==> src/rtl/bmap_pkg.sv <==
package bmap_pkg;
  typedef enum logic [1:0] {
    CYC_NONE  = 2'd0,
    CYC_IO    = 2'd1,
    CYC_ALIAS = 2'd2
  } cyc_kind_e;
endpackage

==> src/rtl/bmap_decode.sv <==
module bmap_decode
  import bmap_pkg::*;
#(
  parameter int ADDR_W = 16,
  parameter int IDX_W = 2,
  parameter logic [ADDR_W-1:0] IO_BASE = 16'hFE00,
  parameter logic [ADDR_W-1:0] ALIAS_BASE = 16'h0200
) (
  input  logic             clk,
  input  logic             rst,
  input  logic             phi2,
  input  logic             rw,
  input  logic [ADDR_W-1:0] addr,
  output cyc_kind_e        kind,
  output logic             wr_stb,
  output logic             rd_oe,
  output logic [IDX_W-1:0] idx
);
  localparam int TAG_W = ADDR_W - IDX_W;

  logic phi2_q;
  logic [TAG_W-1:0] tag;

  always_ff @(posedge clk) begin
    if (rst) phi2_q <= 1'b0;
    else     phi2_q <= phi2;
  end

  assign tag = addr[ADDR_W-1:IDX_W];
  assign idx = addr[IDX_W-1:0];

  always_comb begin
    if (tag == IO_BASE[ADDR_W-1:IDX_W])         kind = CYC_IO;
    else if (tag == ALIAS_BASE[ADDR_W-1:IDX_W]) kind = CYC_ALIAS;
    else                                        kind = CYC_NONE;
  end

  // capture on the phase clock's falling edge, write cycles only
  assign wr_stb = phi2_q & ~phi2 & ~rw & (kind != CYC_NONE);
  // drive only in the data phase of a read of the I/O region
  assign rd_oe  = phi2 & rw & (kind == CYC_IO);
endmodule

==> src/rtl/bmap_regfile.sv <==
module bmap_regfile #(
  parameter int DATA_W = 8,
  parameter int IDX_W = 2
) (
  input  logic clk,
  input  logic rst,
  input  logic wr_stb,
  input  logic [IDX_W-1:0] wr_idx,
  input  logic [DATA_W-1:0] wr_data,
  output logic [(1<<IDX_W)-1:0][DATA_W-1:0] table_q
);
  localparam int ENTRIES = 1 << IDX_W;

  always_ff @(posedge clk) begin
    for (int i = 0; i < ENTRIES; i++) begin
      if (rst)
        table_q[i] <= DATA_W'(i);
      else if (wr_stb && wr_idx == IDX_W'(i))
        table_q[i] <= wr_data;
    end
  end
endmodule

==> src/rtl/bmap_lookup.sv <==
module bmap_lookup #(
  parameter int ADDR_W = 16,
  parameter int DATA_W = 8,
  parameter int IDX_W = 2,
  localparam int OFS_W = ADDR_W - IDX_W,
  localparam int PA_W = DATA_W + OFS_W
) (
  input  logic [(1<<IDX_W)-1:0][DATA_W-1:0] table_q,
  input  logic [ADDR_W-1:0] addr,
  input  logic remap_on,
  input  logic [IDX_W-1:0] rb_idx,
  output logic [PA_W-1:0] pa,
  output logic [DATA_W-1:0] rb_data
);
  logic [IDX_W-1:0] win;

  assign win = addr[ADDR_W-1 -: IDX_W];

  // translation port: read-only view of the table
  assign pa = remap_on ? {table_q[win], addr[OFS_W-1:0]} : PA_W'(addr);
  // processor readback port
  assign rb_data = table_q[rb_idx];
endmodule

==> src/rtl/bmap_unit.sv <==
module bmap_unit
  import bmap_pkg::*;
#(
  parameter int ADDR_W = 16,
  parameter int DATA_W = 8,
  parameter int IDX_W = 2,
  parameter logic [ADDR_W-1:0] IO_BASE = 16'hFE00,
  parameter logic [ADDR_W-1:0] ALIAS_BASE = 16'h0200,
  localparam int PA_W = DATA_W + ADDR_W - IDX_W
) (
  input  logic clk,
  input  logic rst,
  input  logic phi2,
  input  logic rw,
  input  logic [ADDR_W-1:0] addr,
  input  logic [DATA_W-1:0] dbus_in,
  input  logic remap_on,
  output logic [PA_W-1:0] pa,
  output logic [DATA_W-1:0] dbus_out,
  output logic dbus_oe
);
  cyc_kind_e kind;
  logic wr_stb;
  logic rd_oe;
  logic [IDX_W-1:0] idx;
  logic [DATA_W-1:0] rb_data;
  logic [(1<<IDX_W)-1:0][DATA_W-1:0] table_q;

  bmap_decode #(
    .ADDR_W(ADDR_W), .IDX_W(IDX_W), .IO_BASE(IO_BASE), .ALIAS_BASE(ALIAS_BASE)
  ) u_dec (
    .clk(clk), .rst(rst), .phi2(phi2), .rw(rw), .addr(addr),
    .kind(kind), .wr_stb(wr_stb), .rd_oe(rd_oe), .idx(idx)
  );

  bmap_regfile #(.DATA_W(DATA_W), .IDX_W(IDX_W)) u_rf (
    .clk(clk), .rst(rst), .wr_stb(wr_stb), .wr_idx(idx),
    .wr_data(dbus_in), .table_q(table_q)
  );

  bmap_lookup #(.ADDR_W(ADDR_W), .DATA_W(DATA_W), .IDX_W(IDX_W)) u_lk (
    .table_q(table_q), .addr(addr), .remap_on(remap_on), .rb_idx(idx),
    .pa(pa), .rb_data(rb_data)
  );

  assign dbus_oe  = rd_oe;
  assign dbus_out = rd_oe ? rb_data : '0;
endmodule

==> config.mk <==
export PLATFORM = sky130hd
export DESIGN_NAME = bmap_unit
export DESIGN_NICKNAME = d
export VERILOG_FILES = /design/src/rtl/bmap_pkg.sv /design/src/rtl/bmap_decode.sv /design/src/rtl/bmap_regfile.sv /design/src/rtl/bmap_lookup.sv /design/src/rtl/bmap_unit.sv
export SDC_FILE = /design/constraint.sdc
export NUM_CORES = 1
export LEC_CHECK = 0
export BUFFER_PORTS_ARGS = -buffer_cell sky130_fd_sc_hd__buf_2
export CORE_MARGIN = 2
export CORE_UTILIZATION = 35
export CTS_CLUSTER_SIZE = 10
export DETAILED_ROUTE_END_ITERATION = 16
export PLACE_DENSITY_LB_ADDON = 0.1
export SLEW_MARGIN = 20
export SYNTH_ARGS = -nofsm -noshare
export SYNTH_HDL_FRONTEND = slang
export SYNTH_SLANG_ARGS = --single-unit
export TNS_END_PERCENT = 5
==> constraint.sdc <==
create_clock -name clk -period 2.4 [get_ports clk]
set_clock_uncertainty 0.15 [all_clocks]
set_input_delay 0 -clock clk [delete_from_list [all_inputs] [get_ports clk]]
set_output_delay 0 -clock clk [all_outputs]
set_load 0.02 [all_outputs]
Word-level counts from Yosys, hierarchy flattened. Cells that the tools add are included.

Bits in registers: 33. Bits in latches: 0. Bits in writable memories: 0. Memory bits (read-only): 0. Input bits: 29. Output and inout bits: 31. Word-level logic and storage cells: 34. Memories kept: 0.

Add/subtract/negate cells: 0. $mul: 0. Divide/modulo/power cells: 0. Order comparisons: 2. Eq/ne operators: 6. Shift-type cells: 0. Mux-type cells: 8. Bitwise logic cells: 7. Reduce and logical (&&, ||, !) cells: 6.

Operators with widths (count): $bmux W8 S2 (2); $mux W8 (3); $mux W22 (1); $eq A14 B14 Y1 const B (1); $eq A14 B8 Y1 const B (1); $lt A2 B3 Y1 const B (2); $and A1 B1 Y1 (5); $eq A2 B1 Y1 const B (2); $eq A2 B2 Y1 const B (2); $logic_and A1 B1 Y1 (4); $mux W2 (2); $logic_not A2 Y1 (1); $not A1 Y1 (2); $reduce_bool A2 Y1 (1).

Depth between registers and ports, before layout. Gate-level depths: netlist of run 1.

Depth in word-level cells: 6. Gate-level depth with buffers: 5. Depth with buffers taken out: 4.

By module. A second synthesis of run 1 with hierarchy kept.

Cell total of the unflattened synthesis: 193. Area, all modules: 2040.7 sq um.

By module, submodules not included: bmap_regfile (times used 1, cells an instance 119, area an instance 1283.7 sq um, seq. area each 640.6 sq um); bmap_lookup (times used 1, cells an instance 47, area an instance 559.3 sq um, seq. area each 0.0 sq um); bmap_decode (times used 1, cells an instance 19, area an instance 147.6 sq um, seq. area each 20.0 sq um); bmap_unit (times used 1, cells an instance 8, area an instance 50.0 sq um, seq. area each 0.0 sq um).

Worst setup path after synthesis of run 1. Ideal clock, no wire load.

Path kind: input to register. Start point: input port addr[7]. End point: register u_rf.table_q[28] (netlist bit). Setup time: 0.072 ns. Arrival time: 1.560 ns. Data required time: 2.178 ns. Path slack: 0.618 ns. Stages on the path: 5. Buffers on the path: 1. Cell sequence: or4b_4 > nor4b_4 > o211a_1 > buf_6 > mux2i_1.

Cells in the longest elaborated chain, start to end: 6. Elaborated cells on any way between the ends: 7. Those cells by class: 2 x eq/ne; 2 x mux; 1 x bitwise; 2 x reduce/logical.

Ends and longest elaborated chain: from (decl) (RTL line bmap_unit.sv:15) `input logic [ADDR_W-1:0] addr,`; $eq A14 B8 Y1 (RTL line bmap_decode.sv:34) `else if (tag == ALIAS_BASE[ADDR_W-1:IDX_W]) kind = CYC_ALIAS;`; $mux W2 (RTL line bmap_decode.sv:34); $mux W2 (*) (RTL line bmap_decode.sv:33) `if (tag == IO_BASE[ADDR_W-1:IDX_W]) kind = CYC_IO;`; $reduce_bool A2 Y1 (*) (RTL line bmap_decode.sv:39) `assign wr_stb = phi2_q & ~phi2 & ~rw & (kind != CYC_NONE);`; $and A1 B1 Y1 (*) (RTL line bmap_decode.sv:39); $logic_and A1 B1 Y1 (*) (RTL line bmap_regfile.sv:18) `else if (wr_stb && wr_idx == IDX_W'(i))`; to (signal, indexed assignment) (RTL line bmap_regfile.sv:17) `table_q[i] <= DATA_W'(i);`; to (signal, indexed assignment) (RTL line bmap_regfile.sv:19) `table_q[i] <= wr_data;`; to (decl) (RTL line bmap_regfile.sv:10) `output logic [(1<<IDX_W)-1:0][DATA_W-1:0] table_q`.

Every way passes the cells marked *; elsewhere a longest branch is shown, timed or not. A chain may end at the register's enable or synchronous reset.

Worst setup path in the final report of run 1.
Start point: input port addr[7]. End point: register u_rf.table_q[27] (netlist bit).

Same word-level chain as after synthesis.

==> metrics.txt, run 1 <==
status=finished clean; Setup CP Type=input pin to flop; largest net degree at the start of global routing=44; global-route usage over all layers=16.2%; nets=272; Syn-to-layout area delta=20.1%; FF+latch area=661 um2; # resized after CTS=0; final slew viol count=0; via density per instance=4.87; Clock Power Share=42.0%; hold path depth=4; total vias in the final route=1,549; first-pass GRT wire length=7940 um; Sw Ratio=23.7%; cts bufs inserted=5; DRT iter0 DRCs=33; Rel. slew slack=55.4%; RSZ-0062 raised after global routing=false; # H-tree levels=2; Sequential Power Share=45.8%; # IOs=60; Slowest cell on crit path=or4b_4; sequential share of the synthesized area=30.6%; Psw=0.283 mW; syn_nets=217; worst path cell trace=buf_2 -> or4b_4 -> nor4b_4 -> o211a_1 -> buf_4 -> mux2i_1; drt drc=0; top cell type by total area after synthesis=dfxtp_1; Pleak=1.19 nW; CP top delay family=simple AND/OR/NAND/NOR gates; post-synth top area share=30.6%; syn avg cell area=11.5 um2; peak supply drop=0.264 mV; distinct cell type count after synthesis=31; Row Count=28; Port Buffer Count=59; setup violators final=0; Util after Layout=43.7%; most common cell after layout, fill and taps aside=buf_2; DRT Pass-1 Iters=4; initial antenna violation count=0; Post-Route WL=4960 um; Internal=0.914 mW; GRT overflow=0; CP startpoint kind=input pin; Comb power frac=12.1%; final hold vios=0; Total Neg Setup Slack=0 ns; Die W=82.5 um; Worst-Skew Late Latency=0.28 ns; Clock transition at path regs=0.07 ns; initial core utilization=36.4%; crit path buf inv count=2; dpl hpwl=3340 um; EDFF count, synth=0; number of global-route vias before repair=1,534; TritonCTS Sinks=33; CP endpoint kind=flop; most frequent cells in the layout=buf_2, mux2i_1, dfxtp_1; FMAX=572 MHz; Yosys warnings=0; Multi-input gate area=0.00131 mm2; Worst-Margin Slew=0.670 ns; fraction of registers with async set/reset=0%; path category of the worst min-delay check=input pin to flop; root buf cell=clkbuf_8; Antenna Nets Post-Route=0; FF-to-FF Start=u_dec.phi2_q; Reg2Reg Depth=4; ranking of synthesized cells by area=dfxtp_1, mux2i_1, mux4_2; TritonCTS clock tree=done; CTS max path bufs=2; Synth Cell Area=0.00216 mm2; layout cells sized above 1=48.6%; Post-Syn Instances=188; max-cap violation count=0; fillers=582; post-layout minimum cycle time=1.75 ns; CP Max Fanout=4; Core Area=0.00592 mm2; CP Launch Point=addr[7]; hold path startpoint=addr[4]; Die H=82.5 um; Worst EP arrival=1.81 ns; register bit count reported by yosys=33; WP data required=2.46 ns; max incr delay on CP=0.55 ns; Die ar.=0.00680 mm2; Top FF cell, synth=dfxtp_1; Stages on worst setup path=6; Placer Congestion=0.690; period utilisation layout=72.9%; PwrDens=462 mW/mm2; # diodes=0; Routed wire per std cell=15.6 um
## cells by family after synthesis
family,share of synthesized area (%)
DFF,30.6
AOI/OAI and AO/OA,4.93
buffers and inverters,8.53
muxes,31.5
and+or+nand+nor,24.4
## metal layers
layer  vias up  global-route usage (%)  share of wire (%)
met5         -                       0                  0
met1       752                    21.9                 49
met2        29                    25.5                 46
met3         5                    3.04                4.0
met4         0                    6.00               0.97
li1        763                       -                  -
## worst register-to-register path: stages, from the launching register on
cell and delay, ns:
dfxtp_1 0.31, nor4b_4 0.44, o211a_1 0.26, buf_4 0.17, mux2i_1 0.20
## cell usage after synthesis, types with 2 or more instances
library cell	n
a21oi_1	2
a31oi_1	2
and2_1	6
and2b_2	2
buf_1	2
buf_4	14
clkbuf_1	4
clkbuf_8	3
dfxtp_1	33
mux2_2	2
mux2i_1	34
mux4_2	14
nand2b_1	14
nand4_1	2
nor2_1	7
nor2b_1	9
o2111ai_4	2
or2b_2	22
or4_1	2
## path summary, 6_finish.rpt
check / endpoint / slack (ns)
worst max register to register: u_rf.table_q[27] / 0.78
worst min-delay path: u_rf.table_q[17] / 0.04
worst min register to register: u_rf.table_q[1] / 0.34
worst max-delay path: u_rf.table_q[27] / 0.65
## metrics by stage
stage	setup slack, ns	total power, mW	cell area (um2)	cells	hold WS [ns]
after detailed placement	0.338	0.697	2390	302	0.0827
after global routing	0.536	1.25	2590	318	0.0682
final	0.651	1.20	2590	318	0.0392
after floorplan	0.618	0.661	2160	188	-0.0374
after global placement	0.373	0.698	2390	302	0.0788
after CTS	0.631	1.22	2590	318	0.0353
## power groups by stage
stage	Combinational, mW	Sequential, mW	Clock [mW]
detailed placement	0.136	0.561	0
finish	0.145	0.548	0.503
global route	0.157	0.548	0.546
global placement	0.137	0.561	0
floorplan	0.100	0.561	0
CTS	0.148	0.548	0.528
## registers in the layout, summed over array words and instances (netlist names)
name	flops
u_dec.phi2_q	1
u_rf.table_q	32
## area by class of cell
cell class,instances,share of cell area (%)
multi-input cells,130,50.7
well taps,75,3.62
flip-flops and latches,33,25.5
repair buffers,72,16.0
clock inverters,2,1.35
inverters,1,0.145
clock buffers,5,2.66
## repair_timing
action                    in CTS  in global routing
hold buffers                   9                  0
setup buffers                  0                  0
hold endpoints to repair      33                  0
Note: power is estimated with default switching activity, not from simulation.
==> run 2, diff against run 1 <==
Clock period 2.4 ns to 1.8 ns, I/O delays scaled along.
==> metrics.txt, run 2 (synthesis gave the netlist of run 1 again) <==
status=finished clean; first-pass GRT wire length=8010 um (+0.95%); crit path buf inv count=3 (+1); Slowest cell on crit path=or4_1; Worst-Skew Late Latency=0.28 ns (about the same); largest net degree at the start of global routing=31 (-30%); # resized after CTS=0 (unchanged); # diodes=0 (unchanged); initial antenna violation count=0 (unchanged); most common cell after layout, fill and taps aside=buf_2; final hold vios=0 (unchanged); cts bufs inserted=5 (unchanged); CP endpoint kind=primary output; FMAX=626 MHz; # IOs=60 (unchanged); number of global-route vias before repair=1,556 (+1.4%); most frequent cells in the layout=buf_2, mux2i_1, dfxtp_1; Antenna Nets Post-Route=0 (unchanged); peak supply drop=0.518 mV (+96%); Place WS=-0.0994 ns (-0.438 ns); largest registers=u_rf.table_q (32), u_dec.phi2_q (1); Port Buffer Count=59 (unchanged); layout cells sized above 1=50.2% (+1.6 points); worst path cell trace=buf_2 -> or4_1 -> nor2_1 -> nand4_1 -> buf_4 -> nor2b_1 -> buf_2; global-route usage over all layers=16.2% (about the same); CP Max Fanout=4 (unchanged); DRT Pass-1 Iters=4 (unchanged); PwrDens=588 mW/mm2 (+27%); max-cap violation count=0 (unchanged); via density per instance=4.79 (-1.6%); Routed wire per std cell=15.4 um (-1.4%); max incr delay on CP=0.55 ns (about the same); drt drc=0 (unchanged); initial core utilization=36.4% (unchanged); Die H=82.5 um (unchanged); DRT iter0 DRCs=28 (-15%); Rel. slew slack=63.3% (+7.9 points); final slew viol count=0 (unchanged); Worst-Margin Slew=0.548 ns (-0.122 ns); Syn-to-layout area delta=22.4%; # H-tree levels=2 (unchanged); Die ar.=0.00680 mm2 (unchanged); Setup CP Type=input pin to primary output; Worst EP arrival=1.45 ns (-0.36 ns); period utilisation layout=88.7%; final worst slack=0.203 ns (-0.449 ns); Core Area=0.00592 mm2 (unchanged); WP data required=1.65 ns (-0.81 ns); dpl hpwl=3490 um (+4.6%); total vias in the final route=1,563 (+0.90%); nets=279 (+2.6%); Largest register FFs=32 (unchanged); Row Count=28 (unchanged); path category of the worst min-delay check=input pin to primary output; Biggest register=u_rf.table_q; Pleak=1.22 nW (+2.9%); # Post-CTS Setup Buffers=0 (unchanged); TritonCTS clock tree=done; post-layout minimum cycle time=1.60 ns; Placer Congestion=0.704 (+2.0%); CP startpoint kind=input pin; Post-Route WL=5010 um (+1.1%); RSZ-0062 raised after global routing=false; most used cell, CP=buf_2; TritonCTS Sinks=33 (unchanged); CTS max path bufs=2 (unchanged); CP top delay family=simple AND/OR/NAND/NOR gates; Total Neg Setup Slack=0 ns (unchanged); Die W=82.5 um (unchanged); root buf cell=clkbuf_8; GRT overflow=0 (unchanged); setup violators final=0 (unchanged)
[run 2: repair_timing]
| item | 4_1_cts | 5_1_grt |
|---|---|---|
| hold buffers | 9 | 0 |
| hold endpoints to repair | 33 | 0 |
| endpoints found under the setup margin | 0 | 0 |
[run 2: cell type report]
class	count	area [um2]
Multi-Input combinational cell	130	1310
Clock buffer	7	96.3
Clock inverter	1	5.00
Tap cell	75	93.8
Fill cell	591	3280
Sequential cell	33	661
Timing Repair Buffer	79	468
Inverter	1	3.75
[run 2: through the flow]
stage	total power [mW]	util [%]	cells	instance area, um2	hold slack [ns]
after floorplan	0.882	-	188	2160	-0.0374
after global placement	0.938	41.3	309	2450	0.0791
after detailed placement	0.938	41.3	309	2450	0.0830
after CTS	1.58	44.6	326	2640	0.0825
after global routing	1.63	44.6	326	2640	0.0879
final	1.55	44.6	326	2640	0.0803
[run 2: final timing paths]
kind / endpoint / slack [ns] / cells past startpoint / startpoint
setup / recovery: dbus_out[6] / 0.20 / 7 / addr[3]
setup reg to reg: u_rf.table_q[12] / 0.34 / 4 / u_dec.phi2_q
hold reg to reg: u_rf.table_q[27] / 0.33 / 2 / u_rf.table_q[27]
hold / removal: pa[9] / 0.08 / 2 / addr[9]
[run 2: worst register-to-register path, cell delays in order, from the launching register on]
cell	delay [ns]
dfxtp_1	0.32
nor4b_4	0.18
buf_4	0.20
o2111ai_4	0.28
mux2i_1	0.20
[run 2: per-layer routing]
metal	wire length [um]	vias to the layer above	track usage, %	share of wire (%)
met1	2460	742	22.2	49
met3	230	2	3.26	4.6
met4	23	0	3.00	0.46
met2	2300	37	26.5	46
met5	0	-	0	0
li1	-	782	-	-
[run 2: report_power, final]
group	internal (mW)	leakage, nW	total (mW)	switching (mW)
clock network	0.346	0.0542	0.621	0.275
logic	0.0915	0.901	0.201	0.109
registers	0.731	0.266	0.731	0.000358
==> run 3, diff against run 2 <==
Settings changed: CAP_MARGIN from default to 20, SETUP_SLACK_MARGIN from default to 0.05.
Clock period 1.8 ns to 1.5 ns, I/O delays scaled along.
==> metrics.txt, run 3 (synthesis gave the netlist of run 1 again) <==
CP endpoint kind=primary output; Die ar.=0.00680 mm2 (unchanged); largest registers=u_rf.table_q (32), u_dec.phi2_q (1); RSZ-0062 raised after global routing=true; Placer Congestion=0.701 (-0.41%); # diodes=0 (unchanged); initial antenna violation count=0 (unchanged); Reg2Reg Depth=4 (unchanged); failing checks=setup timing; TritonCTS clock tree=done; Setup CP Type=input pin to primary output; worst path cell trace=buf_6 -> or4b_4 -> nor2_2 -> nand4_1 -> buf_6 -> nor2b_2 -> buf_4; Core Area=0.00592 mm2 (unchanged); peak supply drop=0.417 mV (-19%); Power Total=1.82 mW (+17%); FMAX=643 MHz; path category of the worst min-delay check=input pin to primary output; layout cells sized above 1=56.1% (+5.9 points); total vias in the final route=1,622 (+3.8%); Worst-Skew Late Latency=0.29 ns (about the same); setup violators final=28 (+28); final worst slack=-0.0547 ns (-0.257 ns); cts bufs inserted=5 (unchanged); Row Count=28 (unchanged); WP data required=1.35 ns (-0.30 ns); final hold vios=0 (unchanged); Hold Path Sink=pa[7]; DRT Pass-1 Iters=4 (unchanged); number of global-route vias before repair=1,565 (+0.58%); Syn-to-layout area delta=31.0%; PwrDens=643 mW/mm2 (+9.3%); max incr delay on CP=0.55 ns (about the same); root buf cell=clkbuf_8; Die W=82.5 um (unchanged); FF-to-FF Start=u_dec.phi2_q; # Post-CTS Setup Buffers=0 (unchanged); status=complete, but fails checks; Die H=82.5 um (unchanged); initial core utilization=36.4% (unchanged); largest net degree at the start of global routing=17 (-45%); CP Max Fanout=4 (unchanged); post-layout minimum cycle time=1.55 ns; Post-Route WL=5220 um (+4.2%); drt drc=0 (unchanged); dpl hpwl=3650 um (+4.6%); # IOs=60 (unchanged); Largest register FFs=32 (unchanged); Biggest register=u_rf.table_q; Slowest cell on crit path=or4b_4; CTS max path bufs=2 (unchanged); Port Buffer Count=59 (unchanged); most frequent cells in the layout=buf_2, mux2i_1, dfxtp_1; via density per instance=4.81 (+0.39%); period utilisation layout=104%; Place WS=-0.392 ns (-0.293 ns); Pleak=1.29 nW (+5.7%); max-cap violation count=0 (unchanged); hold path startpoint=addr[7]; Worst EP arrival=1.40 ns (-0.05 ns); Routed wire per std cell=15.5 um (+0.81%); most common cell after layout, fill and taps aside=buf_2; final slew viol count=0 (unchanged); # H-tree levels=2 (unchanged); global-route usage over all layers=16.5% (+0.36 points); first-pass GRT wire length=8110 um (+1.3%); nets=290 (+3.9%); Antenna Nets Post-Route=0 (unchanged); Rel. slew slack=62.8% (-0.53 points); DRT iter0 DRCs=46 (+64%); most used cell, CP=buf_6; Worst-Margin Slew=0.556 ns (+0.00787 ns); worst r2r dst=u_rf.table_q[15]; CP startpoint kind=input pin; GRT overflow=0 (unchanged); FF-to-FF setup slack=0.10 ns (-0.24 ns); hold path depth=2 (unchanged); TritonCTS Sinks=33 (unchanged)
==> run 3: cell types whose count changed in the layout (fill, tap and decap cells not counted), sizes merged <==
| cell | delta |
|---|---|
| clkinvlp | +1 |
| clkbuf | -2 |
| dlygate4sd3 | +1 |
| clkinv | +1 |
| buf | +10 |
==> run 3: worst max path at each step <==
| stage | startpoint | end | cells after the start |
|---|---|---|---|
| after floorplan | addr[7] | u_rf.table_q[28] | 5 |
| after global placement | addr[7] | u_rf.table_q[30] | 7 |
| after detailed placement | addr[7] | u_rf.table_q[8] | 6 |
| after CTS | addr[3] | dbus_out[0] | 7 |
| after global routing | addr[7] | dbus_out[0] | 7 |
| final | addr[7] | dbus_out[6] | 7 |
==> run 3: timing repair <==
action / CTS / global route
endpoints found under the setup margin: 47 / 48
pin swaps: 4 / 2
resized for setup: 11 / 19
endpoints found under the hold margin: 33 / 0
hold buffers: 10 / 0
==> run 3: critical path: cells and delay by family <==
kind	cells	cell delay, ns
AND/OR/NAND/NOR	4	0.96
buffers and inverters	3	0.44
==> run 3: area by class of cell <==
| type | instances | area (um2) |
|---|---|---|
| clock buffers | 5 | 68.8 |
| well taps | 75 | 93.8 |
| repair buffers | 90 | 636 |
| fillers | 567 | 3100 |
| flip-flops and latches | 33 | 667 |
| clock inverters | 3 | 17.5 |
| multi-input cells | 130 | 1340 |
| inverters | 1 | 3.75 |
==> run 3: routing by layer <==
| layer | GRT usage (%) | vias up | wire length [um] |
|---|---|---|---|
| met3 | 3.26 | 5 | 213 |
| met5 | 0 | - | 0 |
| met1 | 23.0 | 778 | 2620 |
| met2 | 25.9 | 37 | 2350 |
| met4 | 5.00 | 0 | 43 |
| li1 | - | 802 | - |
==> run 3: per-stage QoR <==
step	cell area, um2	utilization, %	hold WS (ns)	cells	TNS, ns
2_1_floorplan	2160	-	-0.0374	188	-8.22
3_3_place_gp	2550	43.0	0.0790	319	-11.69
3_5_place_dp	2550	43.0	0.0830	319	-11.72
4_1_cts	2770	46.8	0.0650	337	-0.837
5_1_grt	2820	47.7	0.0683	337	-2.44
6_report	2820	47.7	0.0658	337	-0.675
==> run 3: power by group <==
part | switching [mW] | internal [mW] | leakage (nW)
combinational | 0.140 | 0.132 | 0.979
sequential | 0.000388 | 0.877 | 0.269
clock | 0.346 | 0.320 | 0.0439
total | 0.487 | 1.33 | 1.29
